### src/rtl/bus_blkrd_pkg.sv
package bus_blkrd_pkg;

  typedef enum logic [1:0] {
    ST_IDLE,
    ST_WAIT,
    ST_STREAM,
    ST_HOLD
  } bus_state_e;

  localparam int unsigned LANE_W    = 16;
  localparam logic [15:0] LANE_BASE = 16'hB000;

endpackage

### src/rtl/bus_blkrd_cmd.sv
module bus_blkrd_cmd #(
  parameter int unsigned CNT_W     = 4,
  parameter int unsigned MAX_BEATS = 8
) (
  input  logic             block_i,
  input  logic [CNT_W-1:0] cnt_i,
  output logic [CNT_W-1:0] beats_o
);

  localparam logic [CNT_W-1:0] MAX_C = CNT_W'(MAX_BEATS);
  localparam logic [CNT_W-1:0] ONE_C = CNT_W'(1);

  // single read, zero count and overrun all fold into legal beat numbers
  always_comb begin
    if (!block_i || cnt_i == '0) begin
      beats_o = ONE_C;
    end else if (cnt_i > MAX_C) begin
      beats_o = MAX_C;
    end else begin
      beats_o = cnt_i;
    end
  end

endmodule

### src/rtl/bus_blkrd_fsm.sv
module bus_blkrd_fsm
  import bus_blkrd_pkg::*;
#(
  parameter int unsigned ADDR_W    = 6,
  parameter int unsigned CNT_W     = 4,
  parameter int unsigned MAX_BEATS = 8
) (
  input  logic              clk_i,
  input  logic              rst_ni,
  input  logic              mreq_i,
  input  logic              rd_i,
  input  logic [ADDR_W-1:0] start_addr_i,
  input  logic [CNT_W-1:0]  beats_i,
  output logic              rd_en_o,
  output logic [ADDR_W-1:0] rd_addr_o,
  output logic              wait_o,
  output logic              valid_o
);

  localparam logic [CNT_W-1:0]  MAX_C   = CNT_W'(MAX_BEATS);
  localparam logic [CNT_W-1:0]  CNT_ONE = CNT_W'(1);
  localparam logic [ADDR_W-1:0] ADR_ONE = ADDR_W'(1);

  bus_state_e        state_q;
  logic [ADDR_W-1:0] ptr_q;
  logic [CNT_W-1:0]  rem_q;
  logic              valid_q;
  logic              start;
  logic              more;

  assign start = (state_q == ST_IDLE) && mreq_i && rd_i;
  assign more  = (state_q == ST_STREAM) && (rem_q != '0);

  always_ff @(posedge clk_i or negedge rst_ni) begin
    if (!rst_ni) begin
      state_q <= ST_IDLE;
      ptr_q   <= '0;
      rem_q   <= '0;
      valid_q <= 1'b0;
    end else if (state_q != ST_IDLE && !mreq_i) begin
      state_q <= ST_IDLE;
      valid_q <= 1'b0;
    end else begin
      unique case (state_q)
        ST_IDLE: begin
          if (start) begin
            ptr_q   <= start_addr_i;
            rem_q   <= beats_i;
            state_q <= ST_WAIT;
          end
        end
        ST_WAIT: begin
          ptr_q   <= ptr_q + ADR_ONE;
          rem_q   <= rem_q - CNT_ONE;
          valid_q <= 1'b1;
          state_q <= ST_STREAM;
        end
        ST_STREAM: begin
          if (more) begin
            ptr_q <= ptr_q + ADR_ONE;
            rem_q <= rem_q - CNT_ONE;
          end else begin
            valid_q <= 1'b0;
            state_q <= ST_HOLD;
          end
        end
        ST_HOLD: ;  // park until the master lets go of the request
        default: state_q <= ST_IDLE;
      endcase
    end
  end

  assign rd_en_o   = mreq_i && ((state_q == ST_WAIT) || more);
  assign rd_addr_o = ptr_q;
  assign wait_o    = (state_q == ST_WAIT);
  assign valid_o   = valid_q;

  AST_WAIT_SINGLE: assert property (@(posedge clk_i) disable iff (!rst_ni)
    wait_o |=> !wait_o);
  AST_START_WAIT: assert property (@(posedge clk_i) disable iff (!rst_ni)
    start |=> wait_o);
  AST_WAIT_TO_DATA: assert property (@(posedge clk_i) disable iff (!rst_ni)
    (wait_o && mreq_i) |=> valid_o);
  AST_PTR_STEP: assert property (@(posedge clk_i) disable iff (!rst_ni)
    (more && mreq_i) |=> (ptr_q == $past(ptr_q) + ADR_ONE));
  AST_LAST_BEAT: assert property (@(posedge clk_i) disable iff (!rst_ni)
    ((state_q == ST_STREAM) && rem_q == '0) |=> !valid_o);
  AST_RELEASE_IDLE: assert property (@(posedge clk_i) disable iff (!rst_ni)
    !mreq_i |=> (!valid_o && !wait_o));
  AST_NO_RD_NO_START: assert property (@(posedge clk_i) disable iff (!rst_ni)
    ((state_q == ST_IDLE) && mreq_i && !rd_i) |=> !wait_o);
  AST_BEATS_RANGE: assert property (@(posedge clk_i) disable iff (!rst_ni)
    start |-> (beats_i != '0 && beats_i <= MAX_C));

endmodule

### src/rtl/bus_blkrd_mem.sv
module bus_blkrd_mem
  import bus_blkrd_pkg::*;
#(
  parameter int unsigned DATA_W = 64,
  parameter int unsigned ADDR_W = 6
) (
  input  logic              clk_i,
  input  logic              rst_ni,
  input  logic              rd_en_i,
  input  logic [ADDR_W-1:0] rd_addr_i,
  output logic [DATA_W-1:0] rdata_o
);

  localparam int unsigned DEPTH = 1 << ADDR_W;
  localparam int unsigned LANES = DATA_W / LANE_W;

  function automatic logic [DATA_W-1:0] seed_word(input logic [ADDR_W-1:0] a);
    logic [DATA_W-1:0] w;
    w = '0;
    for (int k = 0; k < LANES; k++) begin
      w[k*LANE_W +: LANE_W] = LANE_BASE + 16'(k * 256) + 16'(a);
    end
    return w;
  endfunction

  logic [DATA_W-1:0] rom_w [DEPTH];
  logic [DATA_W-1:0] rdata_q;

  for (genvar g = 0; g < DEPTH; g++) begin : g_word
    assign rom_w[g] = seed_word(ADDR_W'(g));
  end

  always_ff @(posedge clk_i or negedge rst_ni) begin
    if (!rst_ni) begin
      rdata_q <= '0;
    end else if (rd_en_i) begin
      rdata_q <= rom_w[rd_addr_i];
    end
  end

  assign rdata_o = rdata_q;

  AST_RD_ADDR_KNOWN: assert property (@(posedge clk_i) disable iff (!rst_ni)
    rd_en_i |-> !$isunknown(rd_addr_i));

endmodule

### src/rtl/bus_blkrd_slave.sv
module bus_blkrd_slave
  import bus_blkrd_pkg::*;
#(
  parameter int unsigned DATA_W    = 64,
  parameter int unsigned ADDR_W    = 6,
  parameter int unsigned MAX_BEATS = 8
) (
  input  logic              clk_i,
  input  logic              rst_ni,
  input  logic              mreq_i,
  input  logic              rd_i,
  input  logic              block_i,
  input  logic [ADDR_W-1:0] addr_i,
  input  logic [DATA_W-1:0] data_i,
  output logic [DATA_W-1:0] data_o,
  output logic              data_oe_o,
  output logic              wait_o,
  output logic              valid_o
);

  localparam int unsigned CNT_W = $clog2(MAX_BEATS + 1);

  logic [CNT_W-1:0]  beats;
  logic              rd_en;
  logic [ADDR_W-1:0] rd_addr;
  logic [DATA_W-1:0] rdata;
  logic              valid;
  logic              unused_data_hi;

  assign unused_data_hi = ^data_i[DATA_W-1:CNT_W];

  bus_blkrd_cmd #(
    .CNT_W    (CNT_W),
    .MAX_BEATS(MAX_BEATS)
  ) u_cmd (
    .block_i(block_i),
    .cnt_i  (data_i[CNT_W-1:0]),
    .beats_o(beats)
  );

  bus_blkrd_fsm #(
    .ADDR_W   (ADDR_W),
    .CNT_W    (CNT_W),
    .MAX_BEATS(MAX_BEATS)
  ) u_fsm (
    .clk_i       (clk_i),
    .rst_ni      (rst_ni),
    .mreq_i      (mreq_i),
    .rd_i        (rd_i),
    .start_addr_i(addr_i),
    .beats_i     (beats),
    .rd_en_o     (rd_en),
    .rd_addr_o   (rd_addr),
    .wait_o      (wait_o),
    .valid_o     (valid)
  );

  bus_blkrd_mem #(
    .DATA_W(DATA_W),
    .ADDR_W(ADDR_W)
  ) u_mem (
    .clk_i    (clk_i),
    .rst_ni   (rst_ni),
    .rd_en_i  (rd_en),
    .rd_addr_i(rd_addr),
    .rdata_o  (rdata)
  );

  assign valid_o   = valid;
  assign data_oe_o = valid;
  assign data_o    = valid ? rdata : '0;

  AST_BUS_QUIET: assert property (@(posedge clk_i) disable iff (!rst_ni)
    !data_oe_o |-> (data_o == '0));
  AST_WAIT_NOT_DATA: assert property (@(posedge clk_i) disable iff (!rst_ni)
    !(wait_o && valid_o));

endmodule

### config.mk
export PLATFORM = sky130hd
export DESIGN_NAME = bus_blkrd_slave
export DESIGN_NICKNAME = d
export VERILOG_FILES = /design/src/rtl/bus_blkrd_pkg.sv /design/src/rtl/bus_blkrd_cmd.sv /design/src/rtl/bus_blkrd_fsm.sv /design/src/rtl/bus_blkrd_mem.sv /design/src/rtl/bus_blkrd_slave.sv
export SDC_FILE = /design/constraint.sdc
export NUM_CORES = 1
export LEC_CHECK = 0
export BUFFER_PORTS_ARGS = -buffer_cell sky130_fd_sc_hd__buf_2
export CORE_MARGIN = 2
export CORE_UTILIZATION = 40
export CTS_CLUSTER_SIZE = 25
export DETAILED_ROUTE_END_ITERATION = 7
export PLACE_DENSITY = 0.82
export REMOVE_ABC_BUFFERS = 1
export SYNTH_ARGS = -nofsm -noshare
export SYNTH_HDL_FRONTEND = slang
export SYNTH_SLANG_ARGS = --single-unit
export TNS_END_PERCENT = 5
### constraint.sdc
create_clock -name clk_i -period 2.2 [get_ports clk_i]
set_input_delay 0.11 -clock clk_i [delete_from_list [all_inputs] [get_ports clk_i]]
set_output_delay 0.11 -clock clk_i [all_outputs]
set_load 0.01 [all_outputs]
Word level (Yosys, flattened, before mapping)
Memory sizes are Yosys's and may differ from the RTL's. A register that Yosys moved wholly into a read port is not among the register bits.
Cells that the tools add are included.
{ "word_totals": {"reg_bits": 13, "mem_count": 1, "word_cells": 52, "rom_bits": 4096, "inputBits": 75} }
{ "memory_table": {"columns": ["memory", "depth", "width", "rd", "rd_clocked_by_memory_dff", "wr", "line", "text"], "rows": [
  ["(name not given)", 64, 64, 1, 1, 0, "bus_blkrd_mem.sv:37", "rdata_q <= rom_w[rd_addr_i];"]
]} }
{ "op_classes": {"n_eq_ne": 6, "reduce_logical": 20, "n_mux": 16, "n_bitwise": 2, "n_lt_le_gt_ge": 1, "n_addsub": 2} }
{ "ops": {"columns": ["cell", "n"], "rows": [
  ["$mux 64", 1],
  ["$pmux 6 s3", 1],
  ["$mux 4", 4],
  ["$mux 6", 2],
  ["$pmux 4 s3", 1],
  ["$reduce_bool 4->1", 2],
  ["$not 6->7", 1],
  ["$add 6x1->6 const B", 1],
  ["$mux 2", 3],
  ["$pmux 2 s3", 1],
  ["$reduce_bool 3->1", 2],
  ["$logic_and 1x1->1", 5],
  ["$gt 4x4->1 const B", 1],
  ["$logic_not 4->1", 1],
  ["$ne 2x1->1 const B", 2],
  ["$reduce_and 4->1", 1],
  ["$sub 4x1->4 const B", 1],
  ["$logic_not 1->1", 3],
  ["$ne 3x2->1 const B", 1],
  ["$ne 3x3->1 const B", 1],
  ["$reduce_and 3->1", 1],
  ["$eq 2x1->1 const B", 1],
  ["$eq 2x2->1 const B", 1],
  ["$logic_not 2->1", 1],
  ["other kinds (6)", 8]
]} }

Depth between registers and ports, before layout
Gate-level depths: netlist of run 1.
{ "depth": {"depth_word": 6, "ltp_mapped": 7} }

Cells and area by module
Synthesis of run 1 repeated with hierarchy kept, for this count alone.
{ "unflattened": {"hier_cells": 260, "area_unflattened_um2": 2252.2} }
{ "by_module_without_submodules": {"columns": ["module", "instances", "cells_each", "area_each_um2"], "rows": [
  ["bus_blkrd_fsm", 1, 111, 975.9],
  ["bus_blkrd_mem", 1, 73, 714.4],
  ["bus_blkrd_slave", 1, 71, 518.0],
  ["bus_blkrd_cmd", 1, 5, 43.8]
]} }

Least setup slack after synthesis of run 1
Ideal clock, no wire load.
{ "synth_path": {"path_type": "reg-to-reg", "start": "register u_fsm.state_q[1]", "end": "register u_fsm.ptr_q[2] (netlist: u_fsm.rd_addr_o[2])", "arrival_ns": 1.692, "path_slack_ns": 0.384, "stages_incl_launch_ff": 7, "n_path_buf": 1, "path_cell_list": "dfrtp_1 -> inv_1 -> ha_1 -> nor2b_1 -> a211o_4 -> buf_6 -> a211o_1"} }
{ "synth_via": {"elab_chain_len": 5, "elab_cells_between_ends": 14, "classes_between": "eq/ne: 4; mux: 1; bitwise: 1; reduce/logical: 8"} }
{ "synth_lines": {"columns": ["element", "line", "text"], "rows": [
  ["from (decl)", "bus_blkrd_fsm.sv:24", "bus_state_e state_q;"],
  ["from (signal assigned)", "bus_blkrd_fsm.sv:36", "state_q <= ST_IDLE;"],
  ["from (signal assigned)", "bus_blkrd_fsm.sv:41", "state_q <= ST_IDLE;"],
  ["from (signal assigned)", "bus_blkrd_fsm.sv:49", "state_q <= ST_WAIT;"],
  ["$logic_not 2->1", "bus_blkrd_fsm.sv:31, bus_blkrd_fsm.sv:44", null],
  ["$logic_and 1x1->1 (2 in a row)", "bus_blkrd_fsm.sv:31", "assign start = (state_q == ST_IDLE) && mreq_i && rd_i;"],
  ["$ne 2x1->1 (no source line)", null, null],
  ["$reduce_and 4->1 (no source line)", null, null],
  ["to (signal assigned)", "bus_blkrd_fsm.sv:47", "ptr_q <= start_addr_i;"],
  ["to (signal assigned)", "bus_blkrd_fsm.sv:53", "ptr_q <= ptr_q + ADR_ONE;"],
  ["to (signal assigned)", "bus_blkrd_fsm.sv:60", "ptr_q <= ptr_q + ADR_ONE;"],
  ["to (decl)", "bus_blkrd_fsm.sv:25", "logic [ADDR_W-1:0] ptr_q;"]
]} }
Several ways; a longest one is shown, not always the timed one.
A chain may end at the register's enable or synchronous reset.

Final worst setup path of run 1
{ "layout_path": {"start": "register u_fsm.state_q[1]", "end": "register u_fsm.rem_q[3]"} }
{ "layout_via": {"elab_chain_len": 5, "elab_cells_between_ends": 14, "classes_between": "eq/ne: 4; mux: 1; bitwise: 1; reduce/logical: 8"} }
{ "layout_lines": {"columns": ["element", "line", "text"], "rows": [
  ["$logic_not 2->1", "bus_blkrd_fsm.sv:31, bus_blkrd_fsm.sv:44", null],
  ["$logic_and 1x1->1 (2 in a row)", "bus_blkrd_fsm.sv:31", null],
  ["$ne 2x1->1 (no source line)", null, null],
  ["$reduce_and 4->1 (no source line)", null, null],
  ["to (signal assigned)", "bus_blkrd_fsm.sv:48", "rem_q <= beats_i;"],
  ["to (signal assigned)", "bus_blkrd_fsm.sv:54", "rem_q <= rem_q - CNT_ONE;"],
  ["to (signal assigned)", "bus_blkrd_fsm.sv:61", "rem_q <= rem_q - CNT_ONE;"],
  ["to (decl)", "bus_blkrd_fsm.sv:26", "logic [CNT_W-1:0] rem_q;"]
]} }
Several ways; a longest one is shown, not always the timed one.

==> results of run 1 <==
==> how the worst max path moves through the flow <==
stage,from,end,slack (ps),cells past startpoint
after floorplan,u_fsm.valid_o$_DFFE_PN0P_,data_o[12],380,1
after CTS,u_fsm.state_q[0]$_DFFE_PN0P_,u_mem.rdata_o[51]$_DFFE_PN0P_,70,6
final,u_fsm.state_q[1]$_DFFE_PN0P_,u_fsm.rem_q[3]$_DFFE_PN0P_,180,6
after global placement,u_fsm.state_q[0]$_DFFE_PN0P_,u_mem.rdata_o[49]$_DFFE_PN0P_,220,6
after detailed placement,u_fsm.state_q[0]$_DFFE_PN0P_,u_mem.rdata_o[53]$_DFFE_PN0P_,190,6
after global routing,u_fsm.state_q[1]$_DFFE_PN0P_,u_fsm.rem_q[3]$_DFFE_PN0P_,60,6
==> synth_stat cells (all sizes together) (2+ instances only) <==
master  number
o21ai        9
nand2b       4
or2          3
a31o         2
mux2i        4
o21bai       2
a211oi       5
a211o        3
ha           7
inv          9
o22ai        4
and3         4
a31oi        2
nand2        9
nor3         5
and2         7
nor2         6
nor3b        2
nor2b        2
dfrtp       20
buf         61
mux2         6
nand3b       3
==> worst max-delay path, stage by stage, from the launching register on <==
cell	delay, ps
dfrtp_1	520
inv_1	170
ha_1	270
nor2b_1	190
a211o_4	410
a211oi_1	270
a211oi_1	70
==> routing by layer <==
metal	track usage, %	vias to the layer above	share of wire (%)
li1	-	621	-
met5	0	-	0
met3	2.453	7	7.7
met2	21.80	71	47
met4	6.197	0	2.0
met1	14.52	598	43
==> kinds of logic after synthesis <==
| family | after synthesis | synth area share [%] |
|---|---|---|
| flops | 20 | 28.55 |
| simple gates | 49 | 16.63 |
| mux | 10 | 7.424 |
| buf+inv | 71 | 28.48 |
| compound gates | 33 | 13.70 |
| other cells | 1 | 0.2139 |
| fa+ha+maj | 7 | 4.996 |
==> stage by stage <==
stage	power [mW]	setup slack, ps	hold slack, ps	utilization [%]	instances
detailed placement	2.533	186.3	77.71	40.50	263
global route	3.132	63.84	151.3	42.42	268
finish	2.897	175.4	144.7	42.42	268
floorplan	1.904	378.8	-185.6	-	152
CTS	2.925	68.29	141.6	42.40	268
global placement	2.466	216.1	78.70	40.50	263
==> cell type report <==
class	count	area, sq um
multi-input cells	123	840.8
fillers	427	2472
flip-flops and latches	20	500.5
inverters	9	33.78
clock inverters	1	30.03
well taps	52	65.06
repair buffers	60	310.3
clock buffers	3	41.29
==> report_power, final <==
group	total, mW	leakage [nW]	internal [mW]	switching (mW)
sequential	0.742	0.239	0.547	0.195
clock	0.372	0.0357	0.243	0.129
combinational	1.78	0.692	0.839	0.945
total	2.90	0.967	1.63	1.27
==> sequential cells by signal, indices dropped and copies added (netlist names) <==
name             flops
u_fsm.valid_o        1
u_fsm.state_q        2
u_mem.rdata_o        7
u_fsm.rem_q          4
u_fsm.rd_addr_o      6
==> what timing repair did <==
action | 4_1_cts | 5_1_grt
endpoints found under the hold margin | 20 | 0
resized for setup | 0 | 1
hold buffers | 1 | 0
endpoints found under the setup margin | 0 | 6
buffers inserted | 0 | 0
==> impl_metrics.toml, run 1 <==
[synthesis]
synth-main-ff-cell = "dfrtp_1"
synth_top_area_cell = "dfrtp_1"
synthTopCellsByArea = "dfrtp_1, buf_4, mux2_4"
yosysWarnings = 0
netlist_instances = 191
syn_area_sq_um = 1753
synth_edf_count = 0
ys_seq_elements = 20
synth.avg_cell_area_sq_um = 9.178
synthArstFlopShare_pct = 100.0
synth.yosys.seq_area_share_pct = 28.55
synth.top_cell.area_share_pct = 28.55
synth_cell_types = 43

[outcome]
status = "finished, final reports clean"

[setup_path]
end_kind = "register"
critical_path_class = "register to register"
cp_max_fo = 17
r2r_setup_slack_ps = 180
startpoint_type = "register"
rr_endpoint = "u_fsm.rem_q[3]$_DFFE_PN0P_"
timing.rr.start = "u_fsm.state_q[1]$_DFFE_PN0P_"
r2r_cells = 6
cp.arrival_ps = 2170
worstPathRequired_ps = 2340

[grt]
grt_usage_pct = 12.50
grt_pass1_wl_mm = 4.926
grt_overflow = 0
grt_pass1_vias = 1110
antenna_found_initial = 0
grt_max_degree = 21

[routing]
wl_per_cell_um = 11.47
wl_mm = 3.073
drtIter0Drc = 74
vias = 1297
drc = 0
dr.pass1.iters = 4
final_antenna_net_count = 0
routed_via_density = 4.840

[die]
die_h_um = 70.20
rows = 24
start_util_pct = 40.82
die_w_um = 70.20
num_io_pins = 142
dieArea_sq_um = 4928
core-area_sq_um = 4294

[sta]
post-route-period-util_pct = 92.03
setup_viol = 0
drv_slew = 0
hold_viol_final = 0
tns_ps = 0
post-route-min-period_ps = 2025
finClkSkew_ps = 1.657
rsz0062_at_grt = "no"
fmax_ghz = 0.4939

[cells_and_area]
design_area_sq_um = 1822
fin_nets = 299
final_cell_mix = "buf_2, conb_1, dfrtp_1"
mostFrequentLayoutCell = "buf_2"
n_antenna_cell = 0
area_growth_pct = 3.926
drive_above_1_share_pct = 35.65

[clocking]
numCtsBuffers = 3
cts-root-buf = "clkbuf_8"
clock_path_buffers = 2
clkLatencyLatePin_ps = 260
clk_pin_slew_ps = 80
cts_tree = "yes"
cts_sinks = 20
h-tree-depth = 1

[worst_hold_path]
hp-start = "addr_i[1]"
holdPathEnd = "u_fsm.rd_addr_o[1]$_DFFE_PN0P_"
hold_path.class = "primary input to register"
min_path_cells = 3

[placed_design]
place_congestion = 0.8472
hpwl_mm = 2.335
place_area_sq_um = 1739
io_buffers = 57

[power_and_ir_drop]
vdd_drop_max_v = 0.0004712
power.density_nw_per_um2 = 1590
p_leak_nw = 0.9670

[run]
maxCapViolCount = 0
Power figures use the tool's default switching activity.
==> inputs of run 2 (changes only) <==
--- a/config.mk
+++ b/config.mk
@@ -6,11 +6,13 @@
 export NUM_CORES = 1
 export LEC_CHECK = 0
 export BUFFER_PORTS_ARGS = -buffer_cell sky130_fd_sc_hd__buf_2
-export CORE_MARGIN = 2
-export CORE_UTILIZATION = 40
+export CELL_PAD_IN_SITES_DETAIL_PLACEMENT = 1
+export CELL_PAD_IN_SITES_GLOBAL_PLACEMENT = 2
+export CORE_MARGIN = 1
+export CORE_UTILIZATION = 20
 export CTS_CLUSTER_SIZE = 25
 export DETAILED_ROUTE_END_ITERATION = 7
-export PLACE_DENSITY = 0.82
+export PLACE_DENSITY_LB_ADDON = 0.1
 export REMOVE_ABC_BUFFERS = 1
 export SYNTH_ARGS = -nofsm -noshare
 export SYNTH_HDL_FRONTEND = slang
==> run 2 against run 1 <==
Net effect:
- count of clock-buffer cells in the layout increased by 1
- clock skew is essentially flat
- register-to-register slack better by 110 ps
- sequential power barely moved
- final area rose by 5.0%
- sequential cell count is the same
- power is 2.0% higher
- clock power down 22%
- critical path type unchanged
- largest cell class unchanged
- largest power group unchanged
==> impl_metrics.toml, run 2 (synthesized netlist as in run 1, its figures left out) <==
[power_and_ir_drop]
p_leak_nw = 0.9834
power.density_nw_per_um2 = 1545
vdd_drop_max_v = 0.0003865

[sta]
post-route-min-period_ps = 1911
post-route-period-util_pct = 86.85
setup_viol = 0
finClkSkew_ps = 1.986
rsz0062_at_grt = "no"
drv_slew = 0
fmax_ghz = 0.5234
tns_ps = 0
hold_viol_final = 0

[setup_path]
startpoint_type = "register"
cp_max_fo = 17
r2r_cells = 6
worstPathRequired_ps = 2340
timing.rr.start = "u_fsm.state_q[1]$_DFFE_PN0P_"
end_kind = "register"
r2r_setup_slack_ps = 290
critical_path_class = "register to register"
cp.arrival_ps = 2050
rr_endpoint = "u_fsm.rem_q[3]$_DFFE_PN0P_"
setup.worst_path.start = "u_fsm.state_q[1]$_DFFE_PN0P_"
cp-endpoint = "u_fsm.rem_q[3]$_DFFE_PN0P_"

[routing]
final_antenna_net_count = 0
drc = 0
drtIter0Drc = 35
wl_mm = 3.984
routed_via_density = 3.917
wl_per_cell_um = 12.26
dr.pass1.iters = 4
vias = 1273

[clocking]
clock_path_buffers = 2
cts_sinks = 20
cts_tree = "yes"
h-tree-depth = 1
clkLatencyLatePin_ps = 260
cts_resized = 0
postCtsSetupBuffers = 0
cts.hold.buffers_added = 1
clk_pin_slew_ps = 80
cts-root-buf = "clkbuf_8"
numCtsBuffers = 3

[grt]
use_met3_pct = 1.356
gr-usage-met2_pct = 15.36
grt_max_degree = 21
grt_overflow = 0
grt_pass1_vias = 1212
grt_pass1_wl_mm = 6.285
busiest_layer = "met2"
gr-usage-met1_pct = 11.63
antenna_found_initial = 0
grt_usage_pct = 9.038

[cells_and_area]
largest_register_ffs = 7
fillers = 1009
mostFrequentLayoutCell = "buf_2"
drive_above_1_share_pct = 36.36
final_cell_mix = "buf_2, conb_1, dfrtp_1"
n_antenna_cell = 0
area_growth_pct = 9.136
fin_nets = 303
design_area_sq_um = 1913

[run]
maxCapViolCount = 0

[placed_design]
hpwl_mm = 3.115
place_congestion = 0.6894
place_area_sq_um = 1848
io_buffers = 57

[die]
core-area_sq_um = 8341
start_util_pct = 21.02
die_h_um = 95.62
rows = 33
die_w_um = 95.62
num_io_pins = 142
dieArea_sq_um = 9143

[worst_hold_path]
min_path_cells = 3
hold_path.class = "primary input to register"

[outcome]
status = "finished, final reports clean"
-- run 2: cell types whose count changed in the layout (fill, tap and decap cells not counted), sizes merged --
| cell | change |
|---|---|
| bufinv | -1 |
| buf | +4 |
| clkbuf | +1 |
-- run 2: stage by stage --
| stage | util, % | power [mW] | std cells | hold slack (ps) | setup slack, ps |
|---|---|---|---|---|---|
| global route | 22.94 | 3.261 | 325 | 157.3 | 133.0 |
| finish | 22.94 | 2.956 | 325 | 145.6 | 289.4 |
| global placement | 22.16 | 2.741 | 320 | 116.6 | 287.5 |
| detailed placement | 22.16 | 2.724 | 320 | 111.0 | 289.4 |
| floorplan | - | 1.904 | 152 | -185.6 | 378.8 |
| CTS | 22.94 | 3.029 | 325 | 141.9 | 269.9 |
-- run 2: worst min-delay path by stage --
| stage | start | endpoint |
|---|---|---|
| after detailed placement | rst_ni | u_fsm.rd_addr_o[0]$_DFFE_PN0P_ |
| after global placement | rst_ni | u_fsm.rd_addr_o[0]$_DFFE_PN0P_ |
| after floorplan | rst_ni | u_fsm.rd_addr_o[0]$_DFFE_PN0P_ |
| after global routing | addr_i[1] | u_fsm.rd_addr_o[1]$_DFFE_PN0P_ |
| final | addr_i[1] | u_fsm.rd_addr_o[1]$_DFFE_PN0P_ |
| after CTS | addr_i[1] | u_fsm.rd_addr_o[1]$_DFFE_PN0P_ |
-- run 2: worst max-delay path, cell delays in order, from the launching register on --
cell and delay, ps:
dfrtp_1 540, inv_1 110, ha_1 200, nor2b_1 170
a211o_4 410, o21ai_0 250, a211oi_1 110
-- run 2: power breakdown --
group / switching (mW) / internal, mW / leakage, nW / total (mW)
Sequential: 0.194 / 0.546 / 0.239 / 0.740
Combinational: 1.02 / 0.906 / 0.716 / 1.93
Clock: 0.129 / 0.159 / 0.0288 / 0.289
Total: 1.35 / 1.61 / 0.983 / 2.96
-- run 2: cell type report --
class                           instances  area [sq um]  share of cell area (%)
Clock buffer                            4         55.05                   2.878
Inverter                                9         33.78                   1.766
Multi-Input combinational cell        123         839.6                   43.88
Sequential cell                        20         500.5                   26.16
Tap cell                              105         131.4                   6.867
Timing Repair Buffer                   64         352.8                   18.44
-- run 2: metal layers --
layer / up-vias / routed length, um
met2: 40 / 1935
met3: 2 / 172
met4: 0 / 29
li1: 629 / -
met1: 602 / 1847
met5: - / 0
==> inputs of run 3 (changes only) <==
--- a/config.mk
+++ b/config.mk
@@ -6,6 +6,7 @@
 export NUM_CORES = 1
 export LEC_CHECK = 0
 export BUFFER_PORTS_ARGS = -buffer_cell sky130_fd_sc_hd__buf_2
+export CAP_MARGIN = 25
 export CELL_PAD_IN_SITES_DETAIL_PLACEMENT = 1
 export CELL_PAD_IN_SITES_GLOBAL_PLACEMENT = 2
 export CORE_MARGIN = 1
==> constraint.sdc (replaced) <==
create_clock -name clk_i -period 2.2 [get_ports clk_i]
set_input_delay 0.44 -clock clk_i [delete_from_list [all_inputs] [get_ports clk_i]]
set_output_delay 0.44 -clock clk_i [all_outputs]
set_load 0.01 [all_outputs]
==> run 3 against run 2 <==
Net effect:
- register-to-register slack barely moved
- count of clock-buffer cells in the layout is the same
- wire length barely moved
- sequential power about the same
==> impl_metrics.toml, run 3 (synthesized netlist as in run 1, its figures left out) <==
[clocking]
cts_tree = "yes"
cts_resized = 0
numCtsBuffers = 3
cts_sinks = 20
cts-root-buf = "clkbuf_8"
clkLatencyLatePin_ps = 260
clk_pin_slew_ps = 80
h-tree-depth = 1
clock_path_buffers = 2
cts.hold.buffers_added = 0
postCtsSetupBuffers = 0

[sta]
rsz0062_at_grt = "no"
drv_slew = 0
post-route-period-util_pct = 86.85
setup_viol = 0
tns_ps = 0
fmax_ghz = 0.5234
post-route-min-period_ps = 1911
finClkSkew_ps = 1.986
hold_viol_final = 0

[setup_path]
worstPathRequired_ps = 2340
worstPathCellList = "inv_1 -> ha_1 -> nor2b_1 -> a211o_4 -> o21ai_0 -> a211oi_1"
max_stage_delay_ps = 540
path_buf_inv = 1
cp_max_fo = 17
cp_slowest_cell = "dfrtp_1"
startpoint_type = "register"
cp.arrival_ps = 2050
critical_path_class = "register to register"
end_kind = "register"
critPathTopFamily = "compound AO/OA/AOI/OAI gates"

[placed_design]
dp.cells = 320
hpwl_mm = 3.115
place_congestion = 0.6894
io_buffers = 57

[cells_and_area]
mostFrequentLayoutCell = "buf_2"
area_growth_pct = 8.566
final_cells = 324
largest_register_ffs = 7
fin_nets = 302
final_cell_mix = "buf_2, conb_1, dfrtp_1"
n_antenna_cell = 0
drive_above_1_share_pct = 36.53
fin_util_pct = 22.82

[grt]
antenna_found_initial = 0
use_met3_pct = 1.356
busiest_layer = "met2"
grt_pass1_vias = 1200
grt_pass1_wl_mm = 6.258
grt_max_degree = 21
gr-usage-met1_pct = 11.63
gr-usage-met2_pct = 15.24
grt_overflow = 0
grt_usage_pct = 9.004

[power_and_ir_drop]
power.density_nw_per_um2 = 1553
power_frac_comb_pct = 65.2
switching_share_pct = 45.52
power_switching_mw = 1.345
seqPwrFrac_pct = 25.0
clkPwrFrac_pct = 9.8
vdd_drop_max_v = 0.0003865
p_leak_nw = 0.9792
intPower_mw = 1.610

[routing]
routed_via_density = 3.917
drc = 0
wl_per_cell_um = 12.29
drtIter0Drc = 34
final_antenna_net_count = 0
wl_mm = 3.981
dr.pass1.iters = 4
vias = 1269

[die]
die_h_um = 95.62
num_io_pins = 142
die_w_um = 95.62
rows = 33
start_util_pct = 21.02
dieArea_sq_um = 9143
core-area_sq_um = 8341

[outcome]
status = "finished, final reports clean"

[run]
maxCapViolCount = 0

[worst_hold_path]
hold_path.class = "primary input to asynchronous set/reset pin"
run 3: cell count changes in the layout (fill, tap and decap cells not counted):
cell | previous run | this run
dlygate4sd3_1 | 1 | 0
run 3: area by class of cell:
cell class | instances | area, sq um
sequential | 20 | 500.5
tap | 105 | 131.4
multi-input combinational | 123 | 839.6
fill | 1009 | 6437
inverter | 9 | 33.78
timing repair buffer | 63 | 342.8
clock buffer | 4 | 55.05
run 3: worst paths after layout:
| check | from | endpoint | slack [ps] | depth (start not counted) |
|---|---|---|---|---|
| max | u_fsm.state_q[1]$_DFFE_PN0P_ | u_fsm.rem_q[3]$_DFFE_PN0P_ | 290 | 6 |
| min | rst_ni | u_fsm.rd_addr_o[0]$_DFFE_PN0P_ | 130 | 1 |
| max reg2reg | u_fsm.state_q[1]$_DFFE_PN0P_ | u_fsm.rem_q[3]$_DFFE_PN0P_ | 290 | 6 |
| min reg2reg | u_mem.rdata_o[61]$_DFFE_PN0P_ | u_mem.rdata_o[61]$_DFFE_PN0P_ | 470 | 1 |
| max in group asynchronous | rst_ni | u_fsm.rd_addr_o[2]$_DFFE_PN0P_ | 1740 | 1 |
| min in group clk_i | u_mem.rdata_o[61]$_DFFE_PN0P_ | u_mem.rdata_o[61]$_DFFE_PN0P_ | 470 | 1 |
run 3: routing by layer:
layer  wire (um)  share of wire (%)
met5           0                  0
met4          29               0.73
met3         174                4.4
met2        1931                 49
met1        1845                 46
run 3: through the flow:
step | power [mW] | hold WS [ps] | instance area (sq um) | setup slack (ps)
after floorplan | 1.904 | 144.4 | 1374 | 48.82
after global placement | 2.741 | 446.6 | 1848 | 287.5
after detailed placement | 2.724 | 441.0 | 1848 | 289.4
after CTS | 3.028 | 154.6 | 1903 | 269.9
after global routing | 3.260 | 162.7 | 1903 | 133.0
final | 2.955 | 132.1 | 1903 | 289.4
run 3: power by group through the flow:
stage / clock network [mW] / registers (mW) / logic (mW)
5_1_grt: 0.321 / 0.777 / 2.16
3_5_place_dp: 0 / 0.757 / 1.97
2_1_floorplan: 0 / 0.700 / 1.20
4_1_cts: 0.303 / 0.751 / 1.97
6_report: 0.289 / 0.740 / 1.93
3_3_place_gp: 0 / 0.756 / 1.98
